[config.mk]
export PLATFORM = sky130hd
export DESIGN_NAME = mem_attr_decoder
export DESIGN_NICKNAME = d
export VERILOG_FILES = /design/src/rtl/mem_attr_pkg.sv /design/src/rtl/mem_attr_cfg_regs.sv /design/src/rtl/mem_attr_window.sv /design/src/rtl/mem_attr_lookup.sv /design/src/rtl/mem_attr_decoder.sv
export SDC_FILE = /design/constraint.sdc
export NUM_CORES = 1
export LEC_CHECK = 0
export BUFFER_PORTS_ARGS = -buffer_cell sky130_fd_sc_hd__buf_2
export CORE_MARGIN = 2
export CORE_UTILIZATION = 35
export CTS_CLUSTER_SIZE = 40
export DETAILED_ROUTE_END_ITERATION = 10
export GPL_TIMING_DRIVEN = 0
export PLACE_DENSITY = 0.57
export SLEW_MARGIN = 40
export SYNTH_ARGS = -nofsm -noshare
export SYNTH_HDL_FRONTEND = slang
export SYNTH_SLANG_ARGS = --single-unit
[constraint.sdc]
create_clock -name clk -period 2.4 [get_ports clk]
set_clock_uncertainty 0.05 [all_clocks]
set_input_delay 0.36 -clock clk [delete_from_list [all_inputs] [get_ports clk]]
set_output_delay 0.36 -clock clk [all_outputs]
set_load 0.005 [all_outputs]
[src/rtl/mem_attr_pkg.sv]
package mem_attr_pkg;

  // configuration offsets the routing depends on
  localparam logic [7:0] ATTR_BASE_OFS = 8'h59;
  localparam logic [7:0] VIDCTL_OFS    = 8'h72;
  localparam logic [7:0] SIZE_OFS      = 8'h57;
  localparam logic [7:0] VIDCTL_RST    = 8'h02;

  // window bounds inside the first megabyte
  localparam logic [19:0] VID_BASE  = 20'hA0000;
  localparam logic [19:0] SEG_BASE  = 20'hC0000;
  localparam logic [19:0] TOP_BASE  = 20'hF0000;

  typedef enum logic [1:0] {
    WIN_PASS  = 2'd0,
    WIN_VIDEO = 2'd1,
    WIN_SEG   = 2'd2,
    WIN_TOP   = 2'd3
  } win_e;

  typedef struct packed {
    logic wr_dram;
    logic rd_dram;
  } route_t;

  // attribute bit0 = read to DRAM, bit1 = write to DRAM
  function automatic route_t attr_route(input logic [1:0] a);
    route_t r;
    r.rd_dram = a[0];
    r.wr_dram = a[1];
    return r;
  endfunction

  // megabytes to 8 MB units, clamped to one byte
  function automatic logic [7:0] dram_units(input logic [31:0] mb);
    logic [31:0] u;
    u = mb >> 3;
    return (u > 32'd255) ? 8'hFF : u[7:0];
  endfunction

endpackage

[src/rtl/mem_attr_cfg_regs.sv]
module mem_attr_cfg_regs
  import mem_attr_pkg::*;
#(
  parameter int ATTR_BYTES = 7,
  parameter int MB_W       = 16,
  parameter int ATTR_W     = ATTR_BYTES * 8
) (
  input  logic              clk,
  input  logic              rst_n,
  input  logic [MB_W-1:0]   dram_mb,
  input  logic              wr_en,
  input  logic [7:0]        addr,
  input  logic [7:0]        wdata,
  output logic [7:0]        rdata,
  output logic [ATTR_W-1:0] attr_flat,
  output logic [7:0]        vidctl_q
);

  logic [7:0] attr_q [ATTR_BYTES];
  logic [7:0] size_q;
  logic       vid_hit;
  logic       size_hit;

  assign vid_hit  = (addr == VIDCTL_OFS);
  assign size_hit = (addr == SIZE_OFS);

  for (genvar g = 0; g < ATTR_BYTES; g++) begin : g_attr
    localparam logic [7:0] OFS = 8'(ATTR_BASE_OFS + g);
    always_ff @(posedge clk) begin
      if (!rst_n)
        attr_q[g] <= 8'h00;
      else if (wr_en && addr == OFS)
        attr_q[g] <= wdata;
    end
    assign attr_flat[g*8 +: 8] = attr_q[g];
  end

  always_ff @(posedge clk) begin
    if (!rst_n)
      vidctl_q <= VIDCTL_RST;
    else if (wr_en && vid_hit)
      vidctl_q <= wdata;
  end

  always_ff @(posedge clk) begin
    if (!rst_n)
      size_q <= dram_units(32'(dram_mb));
    else if (wr_en && size_hit)
      size_q <= wdata;
  end

  always_comb begin
    rdata = 8'h00;
    if (vid_hit)
      rdata = vidctl_q;
    else if (size_hit)
      rdata = size_q;
    for (int g = 0; g < ATTR_BYTES; g++) begin
      if (addr == 8'(ATTR_BASE_OFS + g))
        rdata = attr_q[g];
    end
  end

endmodule

[src/rtl/mem_attr_window.sv]
module mem_attr_window
  import mem_attr_pkg::*;
#(
  parameter int ADDR_W    = 32,
  parameter int NUM_SEG   = 12,
  parameter int SEG_SHIFT = 14,
  parameter int SEG_IDX_W = $clog2(NUM_SEG)
) (
  input  logic [ADDR_W-1:0]    addr,
  output win_e                 win,
  output logic [SEG_IDX_W-1:0] seg_idx
);

  logic        above_mb;
  logic [19:0] low20;
  logic [19:0] seg_off;

  if (ADDR_W > 20) begin : g_wide
    assign above_mb = |addr[ADDR_W-1:20];
  end else begin : g_narrow
    assign above_mb = 1'b0;
  end

  assign low20   = addr[19:0];
  assign seg_off = low20 - SEG_BASE;
  assign seg_idx = seg_off[SEG_SHIFT +: SEG_IDX_W];

  logic unused_off;
  assign unused_off = ^{seg_off[19:SEG_SHIFT+SEG_IDX_W], seg_off[SEG_SHIFT-1:0]};

  always_comb begin
    if (above_mb || low20 < VID_BASE)
      win = WIN_PASS;
    else if (low20 < SEG_BASE)
      win = WIN_VIDEO;
    else if (low20 < TOP_BASE)
      win = WIN_SEG;
    else
      win = WIN_TOP;
  end

endmodule

[src/rtl/mem_attr_lookup.sv]
module mem_attr_lookup #(
  parameter int ATTR_BYTES = 7,
  parameter int NUM_SEG    = 12,
  parameter int ATTR_W     = ATTR_BYTES * 8,
  parameter int SEG_IDX_W  = $clog2(NUM_SEG)
) (
  input  logic [ATTR_W-1:0]    attr_flat,
  input  logic [SEG_IDX_W-1:0] seg_idx,
  output logic [1:0]           seg_attr,
  output logic [1:0]           top_attr
);

  logic [1:0] field [NUM_SEG];

  // segment s: byte 1 + s/2, low nibble for even s, high nibble for odd s
  for (genvar s = 0; s < NUM_SEG; s++) begin : g_field
    localparam int BITPOS = (1 + s / 2) * 8 + (s % 2) * 4;
    assign field[s] = attr_flat[BITPOS +: 2];
  end

  assign top_attr = attr_flat[5:4];

  always_comb begin
    seg_attr = 2'b00;
    for (int s = 0; s < NUM_SEG; s++) begin
      if (seg_idx == SEG_IDX_W'(s))
        seg_attr = field[s];
    end
  end

  logic unused_attr;
  assign unused_attr = ^{attr_flat[7:6], attr_flat[3:0]};

endmodule

[src/rtl/mem_attr_decoder.sv]
module mem_attr_decoder
  import mem_attr_pkg::*;
#(
  parameter int ADDR_W     = 32,
  parameter int MB_W       = 16,
  parameter int NUM_SEG    = 12,
  parameter int SEG_SHIFT  = 14,
  parameter int ATTR_BYTES = 7
) (
  input  logic              clk,
  input  logic              rst_n,
  input  logic [MB_W-1:0]   dram_mb,
  input  logic              cfg_wr_en,
  input  logic [7:0]        cfg_addr,
  input  logic [7:0]        cfg_wdata,
  output logic [7:0]        cfg_rdata,
  input  logic              smm_active,
  input  logic [ADDR_W-1:0] acc_addr,
  output logic              rd_dram_sel,
  output logic              rd_bus_sel,
  output logic              wr_dram_sel,
  output logic              wr_bus_sel
);

  localparam int ATTR_W    = ATTR_BYTES * 8;
  localparam int SEG_IDX_W = $clog2(NUM_SEG);

  logic [ATTR_W-1:0]    attr_flat;
  logic [7:0]           vidctl_q;
  win_e                 win;
  logic [SEG_IDX_W-1:0] seg_idx;
  logic [1:0]           seg_attr;
  logic [1:0]           top_attr;
  route_t               route;

  // named events for the checker
  logic region_pass;
  logic region_video;
  logic video_open;

  mem_attr_cfg_regs #(
    .ATTR_BYTES (ATTR_BYTES),
    .MB_W       (MB_W)
  ) regs_i (
    .clk       (clk),
    .rst_n     (rst_n),
    .dram_mb   (dram_mb),
    .wr_en     (cfg_wr_en),
    .addr      (cfg_addr),
    .wdata     (cfg_wdata),
    .rdata     (cfg_rdata),
    .attr_flat (attr_flat),
    .vidctl_q  (vidctl_q)
  );

  mem_attr_window #(
    .ADDR_W    (ADDR_W),
    .NUM_SEG   (NUM_SEG),
    .SEG_SHIFT (SEG_SHIFT)
  ) win_i (
    .addr    (acc_addr),
    .win     (win),
    .seg_idx (seg_idx)
  );

  mem_attr_lookup #(
    .ATTR_BYTES (ATTR_BYTES),
    .NUM_SEG    (NUM_SEG)
  ) lut_i (
    .attr_flat (attr_flat),
    .seg_idx   (seg_idx),
    .seg_attr  (seg_attr),
    .top_attr  (top_attr)
  );

  assign region_pass  = (win == WIN_PASS);
  assign region_video = (win == WIN_VIDEO);
  assign video_open   = vidctl_q[6] | (vidctl_q[3] & smm_active);

  always_comb begin
    unique case (win)
      WIN_VIDEO: route = '{wr_dram: video_open, rd_dram: video_open};
      WIN_SEG:   route = attr_route(seg_attr);
      WIN_TOP:   route = attr_route(top_attr);
      default:   route = '{wr_dram: 1'b1, rd_dram: 1'b1};
    endcase
  end

  assign rd_dram_sel = route.rd_dram;
  assign rd_bus_sel  = ~route.rd_dram;
  assign wr_dram_sel = route.wr_dram;
  assign wr_bus_sel  = ~route.wr_dram;

  logic unused_ctl;
  assign unused_ctl = ^{vidctl_q[7], vidctl_q[5:4], vidctl_q[2:0]};

endmodule

# == Yosys cells after proc, flatten, opt, wreduce, memory -nomap -nowiden ==
# Memory sizes are Yosys's and may differ from the RTL's.
# Index checks and enable logic that the tools add are counted.
# W data, S select, Z words.
# totals
output_inout_bits,12
ramBits,56
input_bits,68
reg_bits,16
elab_cells,112
memories,1
# mem_list
name,words,word_bits,read_ports,rd_ports_with_merged_regs,wr,line,text
regs_i.attr_q,7,8,7,0,7,mem_attr_cfg_regs.sv:19,logic [7:0] attr_q [ATTR_BYTES];
# classes
reduce_logical,12
mux,57
add_sub_neg,1
eq_ne,24
bitwise_logic,11
magnitude_cmp,4
# ops
cell,n
$mux W8,19
$eq A8 B7 Y1 const B,9
$lt A20 B20 Y1 const B,3
$mux W2,14
$mux W1,23
$sub A18 B1 Y18 const B,1
$eq A4 B3 Y1 const B,4
$eq A4 B4 Y1 const B,4
$gt A13 B8 Y1 const B,1
$reduce_or A12 Y1,1
$logic_and A1 B1 Y1,9
$eq A4 B2 Y1 const B,2
$or A1 B1 Y1,8
$pmux W2 S3,1
$eq A2 B2 Y1 const B,2
$eq A4 B1 Y1 const B,1
$logic_not A4 Y1,1
$eq A2 B1 Y1 const B,1
$ne A2 B1 Y1 const B,1
$not A1 Y1,2
$and A1 B1 Y1,1
$logic_or A1 B1 Y1,1

# == Logic depth before layout (Yosys ltp) ==
# Gate-level depths: netlist of the first run.
# logic_depth
depth_word,16
depth_mapped,7
depth_no_buf,5

# == Modules after synthesis ==
# A second synthesis of the first run with hierarchy kept.
# unflattened
cells_unflattened,347
hier_area_um2,4250.3
# by_module_without_submodules
module,area_each_um2,n_inst,cells_each,seq_area_each_um2
mem_attr_cfg_regs,3829.9,1,297,2082.0
mem_attr_lookup,266.5,1,28,0.0
mem_attr_window,82.6,1,13,0.0
mem_attr_decoder,71.3,1,9,0.0

# == Least setup slack after synthesis of the first run ==
# OpenSTA, ideal clock, no wires.
# synth_path
path_kind,input-to-reg
start,input cfg_addr[1]
end,memory regs_i.attr_q[0][0] (enable)
stages,5
n_path_buf,3
setup_time_ps,384
arrival_time_ps,1713
required_ps,1966
path_slack_ps,253
path_cell_list,buf_4 > nand2b_1 > buf_2 > buf_2 > o21ai_0
# synth_rtl
item,line,text
from (decl),mem_attr_decoder.sv:14,"input logic [7:0] cfg_addr,"
to (decl),mem_attr_cfg_regs.sv:19,

# == Worst setup path in the final report of the first run ==
# layout_path
start,input cfg_addr[1]
end,output cfg_rdata[1]
# layout_via
elab_chain_cells,10
elab_cells_between_ends,18
classes_between,9 x eq/ne; 9 x mux
# layout_lines
item,line,text
$eq A8 B7 Y1,mem_attr_cfg_regs.sv:25,assign size_hit = (addr == SIZE_OFS);
$mux W8,mem_attr_cfg_regs.sv:56,else if (size_hit)
$mux W8,mem_attr_cfg_regs.sv:54,if (vid_hit)
$mux W8 (6 in series),mem_attr_cfg_regs.sv:59,if (addr == 8'(ATTR_BASE_OFS + g))
$mux W8 *,mem_attr_cfg_regs.sv:59,
to (decl),mem_attr_decoder.sv:16,"output logic [7:0] cfg_rdata,"
# Every way passes the cells marked *; elsewhere a longest branch is shown, timed or not.

==> metrics.md, run 1 <==
| Metric | Value |
|---|---|
| Status | finished clean |
| Grt ovf | 0 |
| Share of layout cells above drive strength 1 | 32.9% |
| Min-delay src | cfg_wdata[5] |
| Final design area excluding fillers | between 4000 and 5000 µm² |
| CP startpoint | cfg_addr[1] |
| Post-synthesis net count | 414 |
| Final slew viol count | 0 |
| Drt pass-1 iters | 6 |
| CP Buf/Inv Count | 3 |
| Clock buffer count from CTS | 9 |
| Pwr Total | between 3 and 4 mW |
| Crit-path slowest cell | nor4b_4 |
| Worst setup EP type | output pin |
| Gate Count Post-Synth | around 350 |
| H-tree Lvls | 3 |
| Width of the die | 110 µm |
| Relative slew slack | 45.3% |
| Util after Layout | between 40% and 50% |
| FILL cells | 1,057 |
| Total Neg Setup Slack | 0 ps |
| Via count | ~3,300 |
| # hold bufs at CTS | 0 |
| Detailed Route WL | ~12 mm |
| Leak Pwr | 1.64 nW |
| Core ar. | ~11,000 µm² |
| Tot GR Track Use | roughly a fifth |
| Slew @ Worst Pin | a little over 800 ps |
| Post-DR wirelength/cell | roughly 22 µm |
| Reg clk slew, reported paths | around 60 ps |
| Yosys reg bits | 72 |
| Worst path most repeated cell | buf_2 |
| Vias in the first global route | around 3,300 |
| Yosys top cell by area | edfxtp_1 |
| DRT antenna net count | 0 |
| Die area | 12,200 µm² |
| Ys Warns | 0 |
| Sequential area share after synthesis | 52.6% |
| Chip Height | between 100 and 150 µm |
| Crit path max fanout | 10 |
| Ys flop type | edfxtp_1 |
| VDD IR max | 341 µV |
| Async SR Flop Fraction | 0% |
| Starting Density | between 30% and 40% |
| IO Count | 80 |
| Initial drt markers | 224 |
| Drt via density | about 5.9 |
| Synth cell types | 46 |
| Post-Syn Area per Cell | between 10 and 15 µm² |
| Crit path time final | ~2300 ps |
| Worst Path Required | around 2000 ps |
| Fin nets | 483 |
| Syn-to-layout area delta | 22.2% |
| GPL Wtd Cong | around 0.89 |
| Cell row count | 38 |
| Layout Cells excl Fill | 560 |
| EDFF count, synth | 64 |
| Final period util | a little over nine tenths |
| Post-Syn Area | 3960 µm² |
| Power Dens Cells | approximately 650 nW/µm² |
| Max-cap violations | 0 |
| Port Buffers | 59 |
| Area share of the largest cell type after synthesis | approximately 49% |
| Fmax | ~0.43 GHz |
| Pin count of the biggest net entering global routing | 14 |
| DR DRC count | 0 |
| Final hold vios | 0 |
| Critical path class | in2out |
| HPWL after detailed placement | approximately 9.0 mm |
| Cell family with most CP delay | compound AO/OA/AOI/OAI gates |
| Root Driver | clkbuf_16 |
| Setup violations, final | 0 |
| Worst path cell trace | buf_2, buf_8, nand2_8, nor4b_4, a22oi_1, o32ai_2, a32o_1, buf_2 |
| Slowest stage delay, CP | a little under 400 ps |
| CTS tree | built |
| CTS Sinks | 72 |
| Diodes inserted | 0 |
| Crit start category | input pin |
| Worst Hold Class | in2reg |
| Synth area leaders | edfxtp_1 (49%), nor4_1 (5.1%), dfxtp_1 (4.0%), mux4_2 (4.0%), nor4_2 (3.8%) |
| Placed Cells | 545 |
| Placed instance area | about 4400 µm² |
| CP Data Arrival Time | between 1500 and 2000 ps |
| FF-to-FF Start | regs_i.vidctl_q[6] |
| Clock tree buffer depth | 2 |
| Initial antenna violation count | 0 |
| First-pass GRT wire length | 18.1 mm |
| Clock latency on the worst-skew pair | 330 ps |
-- logic make-up (layout without fill, tap and decap cells) --
kind of cell	after synthesis	count (layout)	synth area share, %
AOI/OAI and AO/OA	67	67	11.6
buffers and inverters	41	115	5.03
DFF	72	72	52.6
muxes	22	22	8.10
and+or+nand+nor	144	144	22.7
-- tightest hold or removal path: stages --
cell      delay [ps]
buf_2            120
nand3_1           60
a21boi_0          70
-- registers in the layout, indices dropped and copies added (netlist names) --
| name | cells |
|---|---|
| regs_i.attr_q | 56 |
| regs_i.size_q | 8 |
| regs_i.vidctl_q | 8 |
-- Yosys cell counts, types with 5 or more instances --
cell type,n
buf_2,9
edfxtp_1,64
dfxtp_1,8
nand2_1,23
nand3_1,10
mux4_2,7
a21oi_1,12
nor3_1,12
a21boi_0,7
a22oi_1,10
and2_1,9
o21ai_0,8
nor4_2,12
mux2_2,10
clkbuf_1,14
nor4_1,32
nor2_1,22
mux2i_1,5
o22ai_1,9
inv_1,12
-- what timing repair did --
action	4_1_cts	5_1_grt
setup buffers	0	1
resized for setup	5	10
pin swaps	0	1
setup endpoints to repair	5	6
-- through the flow --
stage	hold WS, ps	worst slack [ps]
3_5_place_dp	409	-258
4_1_cts	262	2.20
6_report	268	65.5
3_3_place_gp	403	-586
5_1_grt	274	-14.5
2_1_floorplan	391	253
-- layer usage --
layer	global-route usage, %	part of all wire (%)	wire length, µm	up-vias
li1	-	-	-	1511
met1	26.6	43	5250	1624
met2	33.2	47	5790	145
met3	3.70	6.8	838	34
met4	10.4	3.4	416	0
met5	0	0	0	-
-- worst paths after layout --
check,endpoint,slack [ps],cells after the start
max,cfg_rdata[1],70,8
max reg2reg,regs_i.vidctl_q[6],1620,2
min reg2reg,regs_i.vidctl_q[0],420,2
min,regs_i.vidctl_q[5],270,3
-- layout by cell type, fill, tap and decap left out, drive strengths merged, types with 4 or more instances in the layout --
master	Yosys	routed
mux2i	5	5
edfxtp	64	64
nand2	24	24
a21boi	7	7
dfxtp	8	8
nor3	13	13
buf	15	74
mux4	7	7
o22ai	9	9
nand3	10	10
nand2b	5	5
clkbuf	14	22
and2	10	10
a221oi	4	4
a22oi	10	10
nor2	22	22
nor4	44	44
o21ai	8	8
a21oi	12	12
inv	12	13
mux2	10	10
-- power by group --
group / leakage (nW) / internal, mW / switching, mW
Clock: 0.139 / 0.805 / 0.537
Sequential: 0.676 / 1.42 / 0.0279
Combinational: 0.821 / 0.120 / 0.210
-- area by class of cell --
cell class / count / area [µm²] / share of cell area [%]
Multi-Input combinational cell: 233 / 1770 / 36.6
Timing Repair Buffer: 60 / 303 / 6.26
Sequential cell: 72 / 2080 / 43.1
Clock inverter: 7 / 71.3 / 1.48
Inverter: 12 / 45.0 / 0.932
Clock buffer: 9 / 225 / 4.66
Tap cell: 140 / 175 / 3.62
Buffer: 27 / 161 / 3.34
Power figures use the tool's default switching activity.
==> run 2: changes to the inputs <==
CORE_MARGIN = 1   (was 2)
PLACE_DENSITY = 0.59   (was 0.57)
SYNTH_HIERARCHICAL = 1   (was unset)
clock period = 2 ns   (was 2.4 ns; I/O delays follow)
==> run 2 against run 1 <==
The run now ends with DRC, setup timing left. Critical path type is now reg2out. Critical path depth is 2 lower. Non-clock buffer count is 10 higher. First-iteration DRC count is 4.9% higher. Routed wire length is 0.28% higher. Die area is 3.4% higher. Sequential cell count stayed put. Hold slack worse by 68 ps. Total power is 20% higher. Synthesized area is 7.4% higher. Sequential share of layout area is 3.2 points lower. Setup slack worse by 470 ps. Via count is 0.60% lower.
==> metrics.md, run 2 <==
| Metric | Value |
|---|---|
| Relative slew slack | 45.0% (-0.33 points) |
| Port Buffers | 56 (-5.1%) |
| Root Driver | clkbuf_16 |
| Via count | 3,294 (-0.60%) |
| Leak Pwr | 1.87 nW (+14%) |
| DR DRC count | 2 (+2) |
| Area share of the largest cell type after synthesis | 45.2% (-3.4 points) |
| FILL cells | 1,102 (+4.3%) |
| Chip Height | 112 µm (+1.7%) |
| Final hold vios | 0 (unchanged) |
| Hold_ws | 200 ps (-67.7 ps) |
| Total Neg Setup Slack | -1800 ps (-1800 ps) |
| Tot GR Track Use | 20.5% (-0.083 points) |
| Drt via density | 5.81 (-1.8%) |
| Initial drt markers | 235 (+4.9%) |
| Critical path class | reg2out |
| Status | complete, but fails checks |
| Fmax | ~0.42 GHz |
| Biggest regs | regs_i/attr_q (56), regs_i/size_q (8), regs_i/vidctl_q (8) |
| Pwr Total | 3.75 mW (+20%) |
| Clock tree buffer depth | 2 (unchanged) |
| Clock latency on the worst-skew pair | 330 ps (about the same) |
| Starting Density | 36.6% (+0.42 points) |
| Share of layout cells above drive strength 1 | 40.8% (+7.9 points) |
| Clock buffer count from CTS | 9 (unchanged) |
| Worst slack, placed | -378 ps (-120 ps) |
| Top cells by count, synth | edfxtp_1 (64), a21oi_1 (27), nor4_2 (27) |
| Power Dens Cells | 718 nW/µm² (+11%) |
| Sequential area share after synthesis | 49.0% (-3.6 points) |
| Drt pass-1 iters | 8 (+2) |
| VDD IR max | 444 µV (+30%) |
| Post-DR wirelength/cell | 21.8 µm (-0.96%) |
| Die area | 12,600 µm² (+3.4%) |
| Crit path max fanout | 2 (-8) |
| Initial antenna violation count | 0 (unchanged) |
| DRT antenna net count | 0 (unchanged) |
| Post-synthesis net count | 415 (+0.24%) |
| Detailed Route WL | 12.3 mm (+0.28%) |
| Setup violations, final | 10 (+10) |
| Final period util | 120% |
| Post-Syn Area per Cell | 12.2 µm² (+7.1%) |
| Most flop-heavy register | regs_i/attr_q |
| Max-cap violations | 0 (unchanged) |
| Final slew viol count | 0 (unchanged) |
| Cell row count | 39 (+2.6%) |
| Yosys reg bits | 72 (unchanged) |
| Diodes inserted | 0 (unchanged) |
| CTS tree | built |
| GPL Wtd Cong | 0.835 (-6.1%) |
| Most frequent cells in the layout | edfxtp_1 (64), buf_2 (62), a21oi_1 (26), nor4_2 (26), nor4_1 (25) |
| Vias in the first global route | 3,327 (+0.42%) |
| RSZ-0062 raised after global routing | yes |
| Post-Syn Area | 4250 µm² (+7.4%) |
| Pin count of the biggest net entering global routing | 13 (-1) |
| Crit start category | register |
| H-tree Lvls | 3 (unchanged) |
| Gate Count Post-Synth | 347 (+0.29%) |
| Reg clk slew, reported paths | 60 ps (about the same) |
| Width of the die | 112 µm (+1.7%) |
| IO Count | 80 (unchanged) |
| Commonest non-fill, non-tap cell in the layout | edfxtp_1 |
| Synth cell types | 52 (+13%) |
| Yosys top cell by area | edfxtp_1 |
| Number of flip-flops in the largest register | 56 (unchanged) |
| Worst Hold Class | in2reg |
| Ys Warns | 6 (+6) |
| Count leader, synth | edfxtp_1 |
| Setup ws final | -400 ps (-465 ps) |
| Crit path time final | between 2000 and 2500 ps |
| Worst setup EP type | output pin |
| Ys flop type | edfxtp_1 |
| Failing checks | DRC, setup timing |
| Core ar. | 11,600 µm² (+6.2%) |
| First-pass GRT wire length | 19.0 mm (+4.9%) |
| Fin nets | 487 (+0.83%) |
| Syn-to-layout area delta | 22.9% |
| CTS Sinks | 72 (unchanged) |
| Worst Path Required | 1650 ps (-340 ps) |
| EDFF count, synth | 64 (unchanged) |
| CP Data Arrival Time | 2050 ps (+130 ps) |
| Async SR Flop Fraction | 0% (unchanged) |
| Grt ovf | 0 (unchanged) |
| Synth area leaders | edfxtp_1 (45%), nor4_2 (7.9%), mux2i_1 (4.9%), mux4_2 (4.8%), dfxtp_1 (3.8%) |
| HPWL after detailed placement | 8.82 mm (-1.7%) |
| Slew @ Worst Pin | 825 ps (+10.5 ps) |
-- run 2: cell types whose count changed in the layout (fill, tap and decap cells not counted), sizes merged, moves of 10 or more --
cell	previous run	this run
a21oi	12	27
buf	74	86
mux2	10	0
mux2i	5	21
nand2	24	13
nor2	22	11
-- run 2: cell families (layout without fill, tap and decap cells) --
| kind of cell | after synthesis | after routing | synth area share (%) |
|---|---|---|---|
| AND/OR/NAND/NOR | 122 | 122 | 22.7 |
| flip-flops | 72 | 72 | 49.0 |
| AO/OA/AOI/OAI | 71 | 71 | 11.0 |
| buffers and inverters | 50 | 127 | 6.39 |
| multiplexers | 32 | 32 | 11.0 |
-- run 2: layout make-up --
| type | instances | area [µm²] | share of cell area (%) |
|---|---|---|---|
| inverters | 14 | 52.6 | 1.01 |
| clock buffers | 9 | 225 | 4.31 |
| plain buffers | 35 | 249 | 4.77 |
| well taps | 143 | 179 | 3.43 |
| multi-input cells | 225 | 2040 | 39.1 |
| clock inverters | 7 | 62.6 | 1.20 |
| repair buffers | 62 | 332 | 6.35 |
| flip-flops and latches | 72 | 2080 | 39.9 |
-- run 2: path summary, 6_finish.rpt --
check	start	end	slack (ps)	cells after the start
setup / recovery	regs_i/attr_q[1][5]	wr_dram_sel	-400	6
setup reg to reg	regs_i/vidctl_q[6]	regs_i/vidctl_q[6]	1300	2
hold reg to reg	regs_i/vidctl_q[1]	regs_i/vidctl_q[1]	440	2
hold / removal	cfg_wdata[3]	regs_i/vidctl_q[3]	200	3
-- run 2: per-layer routing --
layer	wire length (µm)	GRT usage, %	vias up
met2	5880	32.2	125
met4	329	8.71	0
met5	0	0	-
met3	885	4.32	22
li1	-	-	1515
met1	5240	27.6	1632
-- run 2: worst max-delay path: stages (launching register included) --
cell	delay, ps
edfxtp_1	400
mux4_2	500
mux2i_1	150
o21ai_1	70
and2b_4	160
a311o_2	300
buf_2	130
-- run 2: power by group --
group	internal (mW)	total [mW]	switching (mW)	leakage (nW)
logic	0.177	0.458	0.281	1.05
registers	1.71	1.74	0.0317	0.676
clock network	0.951	1.55	0.601	0.138
total	2.84	3.75	0.914	1.87
-- run 2: what timing repair did --
item | CTS | global route
pin swaps | 5 | 1
setup buffers | 2 | 4
setup endpoints to repair | 20 | 41
hold buffers | 0 | 0
resized for setup | 25 | 8
-- run 2: stage by stage --
| step | instance area [µm²] | util (%) | cells |
|---|---|---|---|
| floorplan | 4290 | - | 347 |
| global placement | 4750 | 40.9 | 546 |
| detailed placement | 4750 | 40.9 | 546 |
| CTS | 5160 | 44.4 | 563 |
| global route | 5220 | 45.0 | 567 |
| finish | 5220 | 45.0 | 567 |
